[src/rtl/alias_ram_pkg.sv]
package alias_ram_pkg;
  localparam int DATA_W    = 8;
  localparam int ADDR_W    = 7;
  localparam int DEPTH     = 1 << ADDR_W;
  localparam int BANK_W    = 2;
  localparam int REG_W     = 3;
  localparam int LANE_W    = $clog2(DATA_W);
  localparam int BIT_BASE  = 32;
  localparam int CMD_W     = 4;

  localparam logic [CMD_W-1:0] OP_IDLE    = 4'd0;
  localparam logic [CMD_W-1:0] OP_BYTE_RD = 4'd1;
  localparam logic [CMD_W-1:0] OP_BYTE_WR = 4'd2;
  localparam logic [CMD_W-1:0] OP_REG_RD  = 4'd3;
  localparam logic [CMD_W-1:0] OP_REG_WR  = 4'd4;
  localparam logic [CMD_W-1:0] OP_BIT_RD  = 4'd5;
  localparam logic [CMD_W-1:0] OP_BIT_SET = 4'd6;
  localparam logic [CMD_W-1:0] OP_BIT_CLR = 4'd7;
  localparam logic [CMD_W-1:0] OP_BANK    = 4'd8;

  typedef struct packed {
    logic              byteRead;
    logic              byteWrite;
    logic              useBank;
    logic              bitRead;
    logic              rmwFetch;
    logic              rmwStore;
    logic              rmwVal;
    logic [ADDR_W-1:0] rmwBit;
    logic              bankLoad;
  } strobe_t;
endpackage

[src/rtl/alias_ram_ctl.sv]
module alias_ram_ctl
  import alias_ram_pkg::*;
(
  input  logic              clk,
  input  logic              rstN,
  input  logic [CMD_W-1:0]  cmd,
  input  logic [ADDR_W-1:0] addr,
  output strobe_t           stb,
  output logic              busy
);
  logic              pend;
  logic              pendVal;
  logic [ADDR_W-1:0] pendBit;
  logic              accept;
  logic              isRmw;

  assign accept = !pend;
  assign isRmw  = (cmd == OP_BIT_SET) || (cmd == OP_BIT_CLR);
  assign busy   = pend;

  always_comb begin
    stb = '0;
    if (accept) begin
      case (cmd)
        OP_BYTE_RD: stb.byteRead = 1'b1;
        OP_BYTE_WR: stb.byteWrite = 1'b1;
        OP_REG_RD: begin
          stb.byteRead = 1'b1;
          stb.useBank  = 1'b1;
        end
        OP_REG_WR: begin
          stb.byteWrite = 1'b1;
          stb.useBank   = 1'b1;
        end
        OP_BIT_RD:  stb.bitRead = 1'b1;
        OP_BIT_SET, OP_BIT_CLR: stb.rmwFetch = 1'b1;
        OP_BANK:    stb.bankLoad = 1'b1;
        default: ;
      endcase
    end else begin
      stb.rmwStore = 1'b1;
      stb.rmwVal   = pendVal;
      stb.rmwBit   = pendBit;
    end
  end

  always_ff @(posedge clk or negedge rstN) begin
    if (!rstN) begin
      pend    <= 1'b0;
      pendVal <= 1'b0;
      pendBit <= '0;
    end else begin
      pend <= accept && isRmw;
      if (accept && isRmw) begin
        pendVal <= (cmd == OP_BIT_SET);
        pendBit <= addr;
      end
    end
  end
endmodule

[src/rtl/alias_ram_dp.sv]
module alias_ram_dp
  import alias_ram_pkg::*;
(
  input  logic              clk,
  input  logic              rstN,
  input  strobe_t           stb,
  input  logic [ADDR_W-1:0] addr,
  input  logic [DATA_W-1:0] wrData,
  output logic [DATA_W-1:0] rdData,
  output logic              rdValid,
  output logic              bitOut,
  output logic              bitValid
);
  logic [DATA_W-1:0] mem [DEPTH];
  logic [BANK_W-1:0] bank;
  logic [DATA_W-1:0] holdByte;
  logic [ADDR_W-1:0] rowAddr;
  logic [DATA_W-1:0] rowData;
  logic [DATA_W-1:0] laneMask;
  logic [DATA_W-1:0] mergedByte;

  function automatic logic [ADDR_W-1:0] bitRow(input logic [ADDR_W-1:0] b);
    return ADDR_W'(BIT_BASE) + ADDR_W'(b >> LANE_W);
  endfunction

  always_comb begin
    if (stb.rmwStore)
      rowAddr = bitRow(stb.rmwBit);
    else if (stb.bitRead || stb.rmwFetch)
      rowAddr = bitRow(addr);
    else if (stb.useBank)
      rowAddr = {bank, addr[REG_W-1:0]};
    else
      rowAddr = addr;
  end

  assign rowData    = mem[rowAddr];
  assign laneMask   = DATA_W'(1) << stb.rmwBit[LANE_W-1:0];
  assign mergedByte = stb.rmwVal ? (holdByte | laneMask) : (holdByte & ~laneMask);

  always_ff @(posedge clk or negedge rstN) begin
    if (!rstN) begin
      for (int i = 0; i < DEPTH; i++) mem[i] <= '0;
      bank     <= '0;
      holdByte <= '0;
      rdData   <= '0;
      rdValid  <= 1'b0;
      bitOut   <= 1'b0;
      bitValid <= 1'b0;
    end else begin
      rdValid  <= stb.byteRead;
      bitValid <= stb.bitRead;
      if (stb.byteRead) rdData <= rowData;
      if (stb.bitRead)  bitOut <= rowData[addr[LANE_W-1:0]];
      if (stb.rmwFetch) holdByte <= rowData;
      if (stb.byteWrite) mem[rowAddr] <= wrData;
      if (stb.rmwStore)  mem[rowAddr] <= mergedByte;
      if (stb.bankLoad)  bank <= wrData[BANK_W-1:0];
    end
  end
endmodule

[src/rtl/alias_ram.sv]
module alias_ram
  import alias_ram_pkg::*;
(
  input  logic              clk,
  input  logic              rstN,
  input  logic [CMD_W-1:0]  cmd,
  input  logic [ADDR_W-1:0] addr,
  input  logic [DATA_W-1:0] wrData,
  output logic [DATA_W-1:0] rdData,
  output logic              rdValid,
  output logic              bitOut,
  output logic              bitValid,
  output logic              busy
);
  strobe_t stb;

  alias_ram_ctl uCtl (
    .clk  (clk),
    .rstN (rstN),
    .cmd  (cmd),
    .addr (addr),
    .stb  (stb),
    .busy (busy)
  );

  alias_ram_dp uDp (
    .clk      (clk),
    .rstN     (rstN),
    .stb      (stb),
    .addr     (addr),
    .wrData   (wrData),
    .rdData   (rdData),
    .rdValid  (rdValid),
    .bitOut   (bitOut),
    .bitValid (bitValid)
  );
endmodule

[config.mk]
export PLATFORM = sky130hd
export DESIGN_NAME = alias_ram
export DESIGN_NICKNAME = d
export VERILOG_FILES = /design/src/rtl/alias_ram_pkg.sv /design/src/rtl/alias_ram_ctl.sv /design/src/rtl/alias_ram_dp.sv /design/src/rtl/alias_ram.sv
export SDC_FILE = /design/constraint.sdc
export NUM_CORES = 2
export LEC_CHECK = 0
export BUFFER_PORTS_ARGS = -buffer_cell sky130_fd_sc_hd__buf_2
export CORE_MARGIN = 4
export CORE_UTILIZATION = 35
export CTS_BUF_LIST = sky130_fd_sc_hd__clkbuf_4 sky130_fd_sc_hd__clkbuf_8 sky130_fd_sc_hd__clkbuf_16
export DETAILED_ROUTE_END_ITERATION = 10
export PLACE_DENSITY = 0.6
export SYNTH_ARGS = -nofsm -noshare
export SYNTH_HDL_FRONTEND = slang
export SYNTH_HIERARCHICAL = 1
export SYNTH_SLANG_ARGS = --single-unit
[constraint.sdc]
create_clock -name clk -period 7 [get_ports clk]
set_clock_uncertainty 0.2 [all_clocks]
set_input_delay 0.35 -clock clk [delete_from_list [all_inputs] [get_ports clk]]
set_output_delay 0.35 -clock clk [all_outputs]
set_load 0.02 [all_outputs]
==> metrics.md <==
| Metric | Value |
|---|---|
| 1st-iter DRT viols | `4504` |
| Number of DRC violations after detailed routing | `0` |
| Insertion delay of the later-clocked pin in the worst-skew pair | `0.73 ns` |
| Register area | `0.02638 sq mm` |
| GRT Util Overall | `24.50%` |
| Final Wtd Congestion | `1.007` |
| RSZ-0062 raised after global routing | `no` |
| Unique cell type count in the Yosys netlist | `81` |
| Floorplan die height | `387.5 um` |
| Critical path fanouts, max | `31` |
| Number of flip-flops and latches in the synthesized netlist | `1054` |
| Largest net degree at the start of global routing | `185` |
| Total number of placement rows | `139` |
| First-pass GRT wire length | `273800 um` |
| Slew at the pin closest to its max-slew limit | `1.324 ns` |
| Via count of the first global-routing pass | `36520` |
| CORE AREA | `0.1433 sq mm` |
| Gate count of the mapped netlist | `4238` |
| Reported leakage power | `0.02546 uW` |
| Clock tree from TritonCTS | `done` |
| Endpoint type of the worst setup path | `flop` |
| Synthesis warning total | `6` |
| Avg Cell Area, Syn | `11.90 sq um` |
| Most used cells in the layout excluding fill and tap cells | `dfrtp_1 (1054), mux2_2 (972), nand2_1 (474)` |
| Status | `complete, no violations` |
| Min Clock Period, post-route | `6.190 ns` |
| Number of detailed-routing iterations run before antenna repair | `8` |
| Net Count, Synth | `4259` |
| Final count of pins violating max slew | `0` |
| Ys flop type | `dfrtp_1` |
| Total CTS buffers | `113` |
| Number of enable-type register cells in the synthesized netlist | `0` |
| Crit path DAT | `6.61 ns` |
| Buffers from clock root to sink, at most | `3` |
| Hpwl dp | `121400 um` |
| Max frequency | `0.1616 GHz` |
| Footprint of the multi-input gates | `0.02280 sq mm` |
| Total power per unit cell area | `263.0 mW/mm^2` |
| Hold Crit Class | `input pin to async pin` |
| Yosys top cell by area | `dfrtp_1` |
| Post-synthesis instance area | `0.05041 sq mm` |
| Clock input transition at the sequential cells of the worst setup and hold paths | `0.06 ns` |
| Resized cells post-CTS | `0` |
| Number of filler cells placed in the layout | `13700` |
| Synth top area cells | `dfrtp_1 (52%), mux2_2 (22%), mux2i_1 (5.2%)` |
| Fraction of synthesized cell area taken by the top area cell type | `52.32%` |
| Routed length per placed instance | `30.43 um` |
| Maximum ir drop on the vdd rail | `207.2 uV` |
| Fraction of layout instances using a drive strength above 1 | `34.75%` |
| WP data required | `7.42 ns` |
| Total count of hold-check failures in the final report | `0` |
| H-tree levels | `3` |
| Initial Utilization | `35.18%` |
| Share of the clock period used by the worst path | `88.42%` |
| Routed vias | `37180` |
| Critical Path Start Type | `flop` |
| Number of antenna violations at the first check in global routing | `8` |
| Die X-Extent | `387.5 um` |
| Final setup violation count | `0` |
| Synthesis-to-finish area growth | `12.80%` |
| Number of port buffers | `32` |
| Setup TNS | `0 ns` |
| Sequential fraction of the synthesis area | `52.32%` |
| Net count of the finished layout | `4228` |
| Drt via density | `5.991` |
| Number of clock sinks | `1054` |
| Root Buffer Master | `clkbuf_16` |
| Relative slew slack | `11.57%` |
| Post-detailed-route count of antenna-violating nets | `0` |
| Number of top-level pins | `33` |
| Total wirelength of the detailed-routed design | `188800 um` |
| Commonest non-fill, non-tap cell in the layout | `dfrtp_1` |
| Type of the worst setup path | `flop to flop` |
| Die ar. | `0.1502 sq mm` |
| Async set-or-reset flop fraction in the synthesized netlist | `100.0%` |
| Overall overflow remaining after global route | `0` |
| Utilization of the core after routing | `39.68%` |
| Max-cap violations | `0` |
## cell usage after synthesis (all sizes together) (6+ instances only)
master / n
a31oi: 27
o32ai: 8
nand2b: 8
o211ai: 6
o311ai: 8
mux2i: 263
a22o: 12
nand2: 476
o21ai: 158
or3: 6
o2111ai: 6
nand4: 23
nor2: 216
buf: 140
a311oi: 6
a222oi: 7
o221ai: 6
nand3: 103
o31ai: 9
mux2: 982
o2bb2ai: 15
nor3: 51
and2: 10
a22oi: 63
and3: 16
a211oi: 25
a221o: 11
a2111oi: 7
nor4: 11
a32oi: 20
o22ai: 44
clkbuf: 185
a21oi: 114
dfrtp: 1054
a221oi: 81
## worst max-delay path, cell delays in order (launching register included)
cell       delay [ns]
dfrtp_1          0.38
buf_4            0.24
nor2_1           0.18
a21boi_1         1.05
mux2i_1          0.53
and4_1           0.43
nand2b_1         0.62
nand2_2          0.50
nor3_1           0.14
a2111oi_2        0.40
o2111ai_1        0.25
a2111oi_2        0.64
nand4b_1         0.20
mux2_2           0.31
## per-layer routing
layer  global-route usage, %  share of wire [%]  up-vias  routed length [um]
li1                        -                  -    15370                   -
met1                   33.31                 41    19420               78040
met2                   36.34                 44     1912               82360
met3                   6.232                9.3      476               17500
met4                   12.14                5.8        4               10910
met5                       0              0.014        -                  27
## final timing paths
kind	from	endpoint	slack (ns)	cells past startpoint
worst max-delay path	uCtl/busy$_DFF_PN0_	uDp/holdByte[1]$_DFFE_PN0P_	0.81	13
worst min-delay path	rstN	uDp/mem[994]$_DFF_PN0_	0.07	2
worst max register to register	uCtl/busy$_DFF_PN0_	uDp/holdByte[1]$_DFFE_PN0P_	0.81	13
worst min register to register	uDp/mem[253]$_DFF_PN0_	uDp/mem[253]$_DFF_PN0_	0.30	1
max in group asynchronous	rstN	uDp/mem[729]$_DFF_PN0_	4.63	4
min in group clk	wrData[3]	uDp/mem[995]$_DFF_PN0_	0.08	3
## flip-flops by register name (all words and copies together), names as in the netlist
| name | count |
|---|---|
| uDp/mem | 1024 |
| uDp/bitValid | 1 |
| uDp/holdByte | 8 |
| uCtl/pendVal | 1 |
| uDp/rdValid | 1 |
| uDp/bank | 2 |
| uCtl/busy | 1 |
| uCtl/pendBit | 7 |
| uDp/rdData | 8 |
| uDp/bitOut | 1 |
## logic make-up (layout without fill, tap and decap cells)
| family | Yosys count | in the layout | share of synthesized area (%) |
|---|---|---|---|
| flops | 1054 | 1054 | 52.32 |
| other cells | 0 | 7 | 0 |
| simple gates | 945 | 945 | 8.560 |
| xor+xnor | 1 | 1 | 0.01738 |
| buf+inv | 328 | 386 | 2.819 |
| compound gates | 664 | 664 | 9.012 |
| mux | 1246 | 1246 | 27.28 |
## report_power, final
part | internal, uW | switching (uW) | total (uW)
Clock | 3590 | 2570 | 6150
Sequential | 6460 | 237 | 6700
Combinational | 610 | 1500 | 2110
Total | 10700 | 4300 | 15000
## repair_timing
action,in CTS,in global routing
buffers inserted,0,0
hold buffers,13,0
endpoints found under the hold margin,92,0
## metrics by stage
step,hold slack (ns),worst slack (ns),instances,instance area [sq um],total power [uW]
floorplan,-0.1456,3.307,4238,50410,7815
global placement,0.2697,1.080,5979,52890,8812
detailed placement,0.2764,1.067,5981,52910,8839
CTS,0.03886,1.076,6198,56840,14990
global route,0.1068,0.6902,6199,56850,15410
finish,0.07307,0.8105,6206,56870,14960
## layout make-up
type,count,area share [%]
inverters,3,0.01980
clock buffers,164,5.921
well taps,1903,4.187
flip-flops and latches,1054,46.38
multi-input cells,2856,40.10
repair buffers,179,2.596
clock inverters,40,0.7635
diodes,7,0.03080
Power figures use the tool's default switching activity.
